**src/rtl/cec_tx_pkg.sv**
```systemverilog
// Package: shared encodings for the CEC transmit retry controller.
// Assumes: the outcome encoding matches the line engine's res_code.
package cec_tx_pkg;
    typedef enum logic [1:0] {
        RES_ACK    = 2'd0,
        RES_NACK   = 2'd1,
        RES_ARB    = 2'd2,
        RES_LOWDRV = 2'd3
    } res_code_e;

    typedef enum logic [1:0] {
        ST_IDLE    = 2'd0,
        ST_LAUNCH  = 2'd1,
        ST_ATTEMPT = 2'd2
    } seq_state_e;

    localparam int unsigned FLAG_OK  = 0;
    localparam int unsigned FLAG_ARB = 1;
    localparam int unsigned FLAG_TMO = 2;
    localparam int unsigned NUM_FLAGS = 3;
endpackage

```
**src/rtl/cec_tx_regs.sv**
```systemverilog
// Module: register store for the frame bytes, byte count and retry limit.
// Decodes the enable write and the flag-clear write into strobes.
// Assumes: one write per cycle, and register addresses placed just above the buffer.
module cec_tx_regs #(
    parameter int BUF_DEPTH = 16,
    parameter int RETRY_W   = 3,
    parameter int NUM_FLAGS = 3,
    localparam int IDX_W    = $clog2(BUF_DEPTH),
    localparam int LEN_W    = IDX_W + 1,
    localparam int ADDR_W   = IDX_W + 1
) (
    input  logic                 clk,
    input  logic                 rst_n,
    input  logic                 wr_en,
    input  logic [ADDR_W-1:0]    wr_addr,
    input  logic [7:0]           wr_data,
    input  logic [IDX_W-1:0]     rd_idx,
    output logic [7:0]           rd_byte,
    output logic [LEN_W-1:0]     frame_len,
    output logic [RETRY_W-1:0]   retry_lim,
    output logic                 en_wr,
    output logic [NUM_FLAGS-1:0] clr_wr
);
    localparam logic [ADDR_W-1:0] A_LEN   = ADDR_W'(BUF_DEPTH);
    localparam logic [ADDR_W-1:0] A_RETRY = ADDR_W'(BUF_DEPTH + 1);
    localparam logic [ADDR_W-1:0] A_EN    = ADDR_W'(BUF_DEPTH + 2);
    localparam logic [ADDR_W-1:0] A_CLR   = ADDR_W'(BUF_DEPTH + 3);
    localparam int RETRY_LSB = 4;

    logic [7:0] buf_q [BUF_DEPTH];

    genvar g;
    generate
        for (g = 0; g < BUF_DEPTH; g++) begin : g_byte
            // Capture one frame byte on a write to its address.
            always_ff @(posedge clk) begin
                if (!rst_n) buf_q[g] <= '0;
                else if (wr_en && wr_addr == ADDR_W'(g)) buf_q[g] <= wr_data;
            end
        end
    endgenerate

    // Byte read port for the line engine.
    assign rd_byte = buf_q[rd_idx];

    // Store the byte count, clamped to the buffer depth.
    always_ff @(posedge clk) begin
        if (!rst_n) frame_len <= '0;
        else if (wr_en && wr_addr == A_LEN) begin
            if (int'(wr_data) > BUF_DEPTH) frame_len <= LEN_W'(BUF_DEPTH);
            else                           frame_len <= wr_data[LEN_W-1:0];
        end
    end

    // Store the retry limit field.
    always_ff @(posedge clk) begin
        if (!rst_n) retry_lim <= '0;
        else if (wr_en && wr_addr == A_RETRY) retry_lim <= wr_data[RETRY_LSB +: RETRY_W];
    end

    // Decode the start and clear strobes.
    always_comb begin
        en_wr  = wr_en && (wr_addr == A_EN) && wr_data[0];
        clr_wr = (wr_en && wr_addr == A_CLR) ? wr_data[NUM_FLAGS-1:0] : '0;
    end


    len_bound_chk: assert property (@(posedge clk) disable iff (!rst_n)
        (wr_en && wr_addr == A_LEN) |=> (int'(frame_len) <= BUF_DEPTH));
endmodule

```
**src/rtl/cec_tx_seq.sv**
```systemverilog
// Module: attempt sequencer. It issues attempts, counts failures and
// decides the terminal outcome of each request.
// Assumes: res_valid is only meaningful while att_req is high.
module cec_tx_seq
    import cec_tx_pkg::*;
#(
    parameter int RETRY_W = 3,
    parameter int CNT_W   = 4,
    parameter int LEN_W   = 5
) (
    input  logic                 clk,
    input  logic                 rst_n,
    input  logic                 start,
    input  logic [LEN_W-1:0]     frame_len,
    input  logic [RETRY_W-1:0]   retry_lim,
    input  logic                 res_valid,
    input  logic [1:0]           res_code,
    output logic                 att_req,
    output logic                 busy,
    output logic [NUM_FLAGS-1:0] term,
    output logic [2*CNT_W-1:0]   fail_cnt
);
    seq_state_e       st_q;
    logic [RETRY_W-1:0] left_q;
    logic [CNT_W-1:0] nack_q;
    logic [CNT_W-1:0] lowd_q;
    res_code_e        code;
    logic             accept;
    logic             fail_now;
    logic             arm;

    // Classify the incoming outcome.
    always_comb begin
        code     = res_code_e'(res_code);
        accept   = (st_q == ST_ATTEMPT) && res_valid;
        fail_now = accept && (code == RES_NACK || code == RES_LOWDRV);
        arm      = (st_q == ST_IDLE) && start;
    end

    // Pick the terminal flag, if any, for this cycle.
    always_comb begin
        term = '0;
        if (st_q == ST_LAUNCH && frame_len == '0) term[FLAG_TMO] = 1'b1;
        if (accept) begin
            case (code)
                RES_ACK: term[FLAG_OK]  = 1'b1;
                RES_ARB: term[FLAG_ARB] = 1'b1;
                default: if (left_q == '0) term[FLAG_TMO] = 1'b1;
            endcase
        end
    end

    // Request state machine.
    always_ff @(posedge clk) begin
        if (!rst_n) st_q <= ST_IDLE;
        else begin
            case (st_q)
                ST_IDLE:    if (start) st_q <= ST_LAUNCH;
                ST_LAUNCH:  st_q <= (frame_len == '0) ? ST_IDLE : ST_ATTEMPT;
                ST_ATTEMPT: if (res_valid) st_q <= (|term) ? ST_IDLE : ST_LAUNCH;
                default:    st_q <= ST_IDLE;
            endcase
        end
    end

    // Remaining retries: loaded at start, spent on each failed attempt.
    always_ff @(posedge clk) begin
        if (!rst_n) left_q <= '0;
        else if (arm) left_q <= retry_lim;
        else if (fail_now && left_q != '0) left_q <= left_q - 1'b1;
    end

    // Saturating failure counters, cleared at start.
    always_ff @(posedge clk) begin
        if (!rst_n || arm) begin
            nack_q <= '0;
            lowd_q <= '0;
        end else if (fail_now) begin
            if (code == RES_NACK && nack_q != '1)   nack_q <= nack_q + 1'b1;
            if (code == RES_LOWDRV && lowd_q != '1) lowd_q <= lowd_q + 1'b1;
        end
    end

    assign att_req  = (st_q == ST_ATTEMPT);
    assign busy     = (st_q != ST_IDLE);
    assign fail_cnt = {lowd_q, nack_q};


    term_onehot_chk: assert property (@(posedge clk) disable iff (!rst_n)
        $onehot0(term));


    arb_stop_chk: assert property (@(posedge clk) disable iff (!rst_n)
        (accept && code == RES_ARB) |=> (!busy && $stable(fail_cnt)));


    ack_stop_chk: assert property (@(posedge clk) disable iff (!rst_n)
        (accept && code == RES_ACK) |=> (!busy && !att_req));


    cnt_mono_chk: assert property (@(posedge clk) disable iff (!rst_n)
        (busy && $past(busy)) |-> (nack_q >= $past(nack_q) && lowd_q >= $past(lowd_q)));


    zero_len_chk: assert property (@(posedge clk) disable iff (!rst_n)
        (st_q == ST_LAUNCH && frame_len == '0) |=> (!busy && fail_cnt == '0));
endmodule

```
**src/rtl/cec_tx_irq.sv**
```systemverilog
// Module: sticky completion flags, set by terminal events and cleared by write-one.
// Assumes: a set and a clear in the same cycle resolve to set.
module cec_tx_irq #(
    parameter int NUM_FLAGS = 3
) (
    input  logic                 clk,
    input  logic                 rst_n,
    input  logic [NUM_FLAGS-1:0] set_i,
    input  logic [NUM_FLAGS-1:0] clr_i,
    output logic [NUM_FLAGS-1:0] flags
);
    // Hold each flag until cleared; a raise in the same cycle wins.
    always_ff @(posedge clk) begin
        if (!rst_n) flags <= '0;
        else        flags <= (flags & ~clr_i) | set_i;
    end


    set_wins_chk: assert property (@(posedge clk) disable iff (!rst_n)
        (set_i != '0) |=> ((flags & $past(set_i)) == $past(set_i)));


    sticky_chk: assert property (@(posedge clk) disable iff (!rst_n)
        1'b1 |=> ((flags & ~$past(clr_i) & $past(flags)) == ($past(flags) & ~$past(clr_i))));
endmodule

```
**src/rtl/cec_tx_retry_ctrl.sv**
```systemverilog
// Module: top of the CEC transmit retry controller. It ties together the
// register store, the attempt sequencer and the sticky flags.
// Assumes: the line engine answers each attempt request with one outcome strobe.
module cec_tx_retry_ctrl
    import cec_tx_pkg::*;
#(
    parameter int BUF_DEPTH = 16,
    parameter int RETRY_W   = 3,
    parameter int CNT_W     = 4,
    localparam int IDX_W    = $clog2(BUF_DEPTH),
    localparam int LEN_W    = IDX_W + 1,
    localparam int ADDR_W   = IDX_W + 1
) (
    input  logic                 clk,
    input  logic                 rst_n,
    input  logic                 wr_en,
    input  logic [ADDR_W-1:0]    wr_addr,
    input  logic [7:0]           wr_data,
    input  logic [IDX_W-1:0]     byte_idx,
    output logic [7:0]           byte_data,
    output logic [LEN_W-1:0]     att_len,
    output logic                 att_req,
    input  logic                 res_valid,
    input  logic [1:0]           res_code,
    output logic                 tx_busy,
    output logic [NUM_FLAGS-1:0] irq_flags,
    output logic [2*CNT_W-1:0]   fail_cnt
);
    logic [RETRY_W-1:0]   retry_lim;
    logic                 en_wr;
    logic [NUM_FLAGS-1:0] clr_wr;
    logic [NUM_FLAGS-1:0] term;

    cec_tx_regs #(.BUF_DEPTH(BUF_DEPTH), .RETRY_W(RETRY_W), .NUM_FLAGS(NUM_FLAGS)) regs_i (
        .clk(clk), .rst_n(rst_n), .wr_en(wr_en), .wr_addr(wr_addr), .wr_data(wr_data),
        .rd_idx(byte_idx), .rd_byte(byte_data), .frame_len(att_len),
        .retry_lim(retry_lim), .en_wr(en_wr), .clr_wr(clr_wr)
    );

    cec_tx_seq #(.RETRY_W(RETRY_W), .CNT_W(CNT_W), .LEN_W(LEN_W)) seq_i (
        .clk(clk), .rst_n(rst_n), .start(en_wr), .frame_len(att_len),
        .retry_lim(retry_lim), .res_valid(res_valid), .res_code(res_code),
        .att_req(att_req), .busy(tx_busy), .term(term), .fail_cnt(fail_cnt)
    );

    cec_tx_irq #(.NUM_FLAGS(NUM_FLAGS)) irq_i (
        .clk(clk), .rst_n(rst_n), .set_i(term), .clr_i(clr_wr), .flags(irq_flags)
    );


    start_busy_chk: assert property (@(posedge clk) disable iff (!rst_n)
        (en_wr && !tx_busy) |=> tx_busy);
endmodule

```
**config.mk**
```make
export PLATFORM = sky130hd
export DESIGN_NAME = cec_tx_retry_ctrl
export DESIGN_NICKNAME = d
export VERILOG_FILES = /design/src/rtl/cec_tx_pkg.sv /design/src/rtl/cec_tx_regs.sv /design/src/rtl/cec_tx_seq.sv /design/src/rtl/cec_tx_irq.sv /design/src/rtl/cec_tx_retry_ctrl.sv
export SDC_FILE = /design/constraint.sdc
export NUM_CORES = 1
export LEC_CHECK = 0
export BUFFER_PORTS_ARGS = -buffer_cell sky130_fd_sc_hd__clkbuf_2
export CORE_MARGIN = 3
export CORE_UTILIZATION = 25
export CTS_CLUSTER_SIZE = 25
export DETAILED_ROUTE_END_ITERATION = 10
export SKIP_LAST_GASP = 1
export SLEW_MARGIN = 20
export SYNTH_ARGS = -nofsm -noshare
export SYNTH_HDL_FRONTEND = slang
export SYNTH_SLANG_ARGS = --single-unit
```
**constraint.sdc**
```tcl
create_clock -name clk -period 6.4 [get_ports clk]
set_input_delay 1.28 -clock clk [delete_from_list [all_inputs] [get_ports clk]]
set_output_delay 1.28 -clock clk [all_outputs]
set_load 0.005 [all_outputs]
```
==> results.json <==
{
  "power.density_nw_per_um2": 273.4,
  "path_common_cell": "clkbuf_2",
  "fin_crit_ps": 4613,
  "setup_slack_ps": 1787,
  "ys_async_sr_fraction": 0,
  "postCtsHoldBufs": 0,
  "timing.fmax_mhz": 216.8,
  "finalSetupTns_ps": 0,
  "pwr-share-comb": 0.068,
  "nNetsFinal": 600,
  "slew_headroom": 0.3630,
  "critPathTopFamily": "buffers and inverters",
  "yosys_most_used_dff": "edfxtp_1",
  "hold_viol_final": 0,
  "wirelength_um": 16910,
  "hpwl_um": 11510,
  "fp.dieH_um": 173.7,
  "final_cells": 958,
  "cts_buffers": 17,
  "syn_area_per_cell_um2": 13.55,
  "ant_nets": 0,
  "fp.dieArea_um2": 30180,
  "leakage_uw": 0.002910,
  "via_per_inst": 4.447,
  "synth_warnings": 0,
  "intPower_uw": 1699,
  "drt-wirelength-per-cell_um": 17.65,
  "hp-class": "reg2reg",
  "num_vias": 4260,
  "layout-drive-gt1-share": 0.2235,
  "p_seq_frac": 0.500,
  "yosysSeqAreaShare": 0.6149,
  "grt-ovfl-total": 0,
  "crit_required_ps": 5120,
  "maxSlewViolCount": 0,
  "cts_max_path_buffers": 2,
  "ir_worst_vdd_v": 0.0001299,
  "crit_path_start_kind": "primary input",
  "drtIter0Drc": 305,
  "power.total_uw": 2263,
  "grt_pass1_wl_um": 26480,
  "netlist_instances": 519,
  "netlist_area_um2": 7032,
  "routabilityCongestion": 0.7371,
  "setup_viol": 0,
  "critPathBufInv": 3,
  "p_clk_frac": 0.432,
  "synth-edff-count": 128,
  "fp-row-count": 60,
  "dp_slack_ps": 1696,
  "critical_path_class": "in2out",
  "clk_transition_reported_paths_ps": 60,
  "clock_latency_ps": 420,
  "status": "finished, final reports clean",
  "critical-path-max-stage-delay_ps": 700,
  "h-tree-depth": 4,
  "regArea_um2": 4324,
  "skew_ps": 6.630,
  "worst_path_max_delay_cell": "clkbuf_2",
  "antenna_cells": 0,
  "ys_ff_latch": 152,
  "dr.pass1.iters": 4,
  "nFillCells": 2776,
  "multi_input_area_um2": 2562,
  "area_delta_synth_final_pct": 17.72,
  "io_buffers": 48,
  "cts-resized-gates": 0,
  "coreArea_um2": 27330,
  "period_share": 0.7208,
  "grt_pass1_vias": 4431,
  "start_util": 0.2573,
  "antenna_found_initial": 4,
  "cts_root_buf": "clkbuf_16",
  "drc_errors": 0,
  "crit_fanout": 24,
  "path_cells": "clkbuf_2 > buf_4 > mux4_2 > a22oi_1 > nand2_1 > clkbuf_2",
  "grt.total_usage": 0.1146,
  "cp-end-kind": "output pin",
  "place_inst": 926,
  "clkSinkCount": 152,
  "rsz0062_at_grt": "no",
  "grt_max_degree": 39,
  "die_x_um": 173.7,
  "cts_tree": "done",
  "ys_types": 45,
  "syn_nets": 546,
  "max_slew.worst_pin.slew_ps": 955.5,
  "worstPathArrival_ps": 3330,
  "switching_power_uw": 563.8,
  "cts_setup_buffers": 0,
  "netSwitchingFraction": 0.2491,
  "drv_cap": 0,
  "ios": 49
}
[stage by stage]
stage / hold slack [ps] / area (um^2) / utilization
2_1_floorplan: 440.3 / 7032 / -
5_1_grt: 485.3 / 8278 / 0.3029
3_5_place_dp: 459.1 / 7701 / 0.2818
3_3_place_gp: 458.2 / 7701 / 0.2818
6_report: 465.0 / 8278 / 0.3029
4_1_cts: 467.8 / 8278 / 0.3029
[power by group through the flow]
| stage | clock network (uW) | logic, uW | registers, uW |
|---|---|---|---|
| floorplan | 0 | 94.8 | 1150 |
| global route | 1040 | 169 | 1130 |
| finish | 978 | 155 | 1130 |
| CTS | 994 | 156 | 1130 |
| detailed placement | 0 | 156 | 1150 |
| global placement | 0 | 154 | 1150 |
[worst min-delay path, delay by kind of cell, from the launching register on]
family          cells  cell delay, ps
simple gates        1              60
compound gates      1              50
flops               1             320
[layout by cell type (no fill, tap or decap), drive strengths merged, types with 4 or more instances in the layout]
master,n
and2,130
edfxtp,128
clkbuf,65
mux4,32
nand2,30
nor2,28
dfxtp,24
o21ai,21
nand3,19
a22oi,16
inv,14
buf,12
a21boi,10
xor2,6
nand2b,5
nor2b,4
a21oi,4
ha,4
[cell type report]
| class | count | area share |
|---|---|---|
| multi-input cells | 337 | 0.3096 |
| clock inverters | 15 | 0.01829 |
| clock buffers | 17 | 0.05139 |
| flip-flops and latches | 152 | 0.5224 |
| repair buffers | 60 | 0.03990 |
| well taps | 372 | 0.05623 |
| inverters | 5 | 0.002267 |
[synth_stat cells (3+ instances only)]
library cell  number  share of area
and2_1           130           0.12
edfxtp_1         128           0.55
mux4_2            32           0.10
nand2_1           30          0.016
nor2_1            26          0.014
dfxtp_1           24          0.068
o21ai_0           21          0.015
nand3_1           18          0.013
a22oi_1           16          0.017
clkbuf_1          13         0.0069
a21boi_0           6         0.0064
xor2_1             6         0.0075
buf_1              5         0.0027
inv_1              5         0.0027
nand2b_1           5         0.0044
a21boi_1           4         0.0043
a21oi_1            4         0.0028
ha_1               4         0.0071
nor2b_1            4         0.0036
buf_6              3         0.0048
[routing by layer]
metal	track usage	wire, um	up-vias
met3	0.03876	1388	16
met2	0.1706	7690	119
met1	0.1597	7641	2096
li1	-	-	2021
met4	0.03150	142	8
met5	0	42	-
[registers in the layout, indices dropped and copies added, names as in the netlist]
name / cells
seq_i.left_q: 3
regs_i.retry_lim: 3
seq_i.nack_q: 4
seq_i.st_q: 2
seq_i.lowd_q: 4
irq_i.flags: 3
regs_i.buf_q: 128
regs_i.frame_len: 5
[cell families after synthesis]
| logic type | count (synthesis) | synth area share |
|---|---|---|
| mux | 34 | 0.1055 |
| simple gates | 234 | 0.1904 |
| buf+inv | 30 | 0.02064 |
| xor+xnor | 6 | 0.007473 |
| flops | 152 | 0.6149 |
| compound gates | 59 | 0.05391 |
| fa+ha+maj | 4 | 0.007118 |
[final timing paths]
| kind | start | endpoint | slack [ps] | depth (start not counted) |
|---|---|---|---|---|
| max | byte_idx[0] | byte_data[3] | 1790 | 6 |
| min reg2reg | regs_i.frame_len[1]$_SDFFE_PN0P_ | regs_i.frame_len[1]$_SDFFE_PN0P_ | 460 | 2 |
| min | regs_i.frame_len[1]$_SDFFE_PN0P_ | regs_i.frame_len[1]$_SDFFE_PN0P_ | 460 | 2 |
| max reg2reg | seq_i.st_q[1]$_SDFFE_PN0P_ | seq_i.lowd_q[3]$_SDFFE_PP0P_ | 4800 | 4 |
Power figures use the tool's default switching activity.
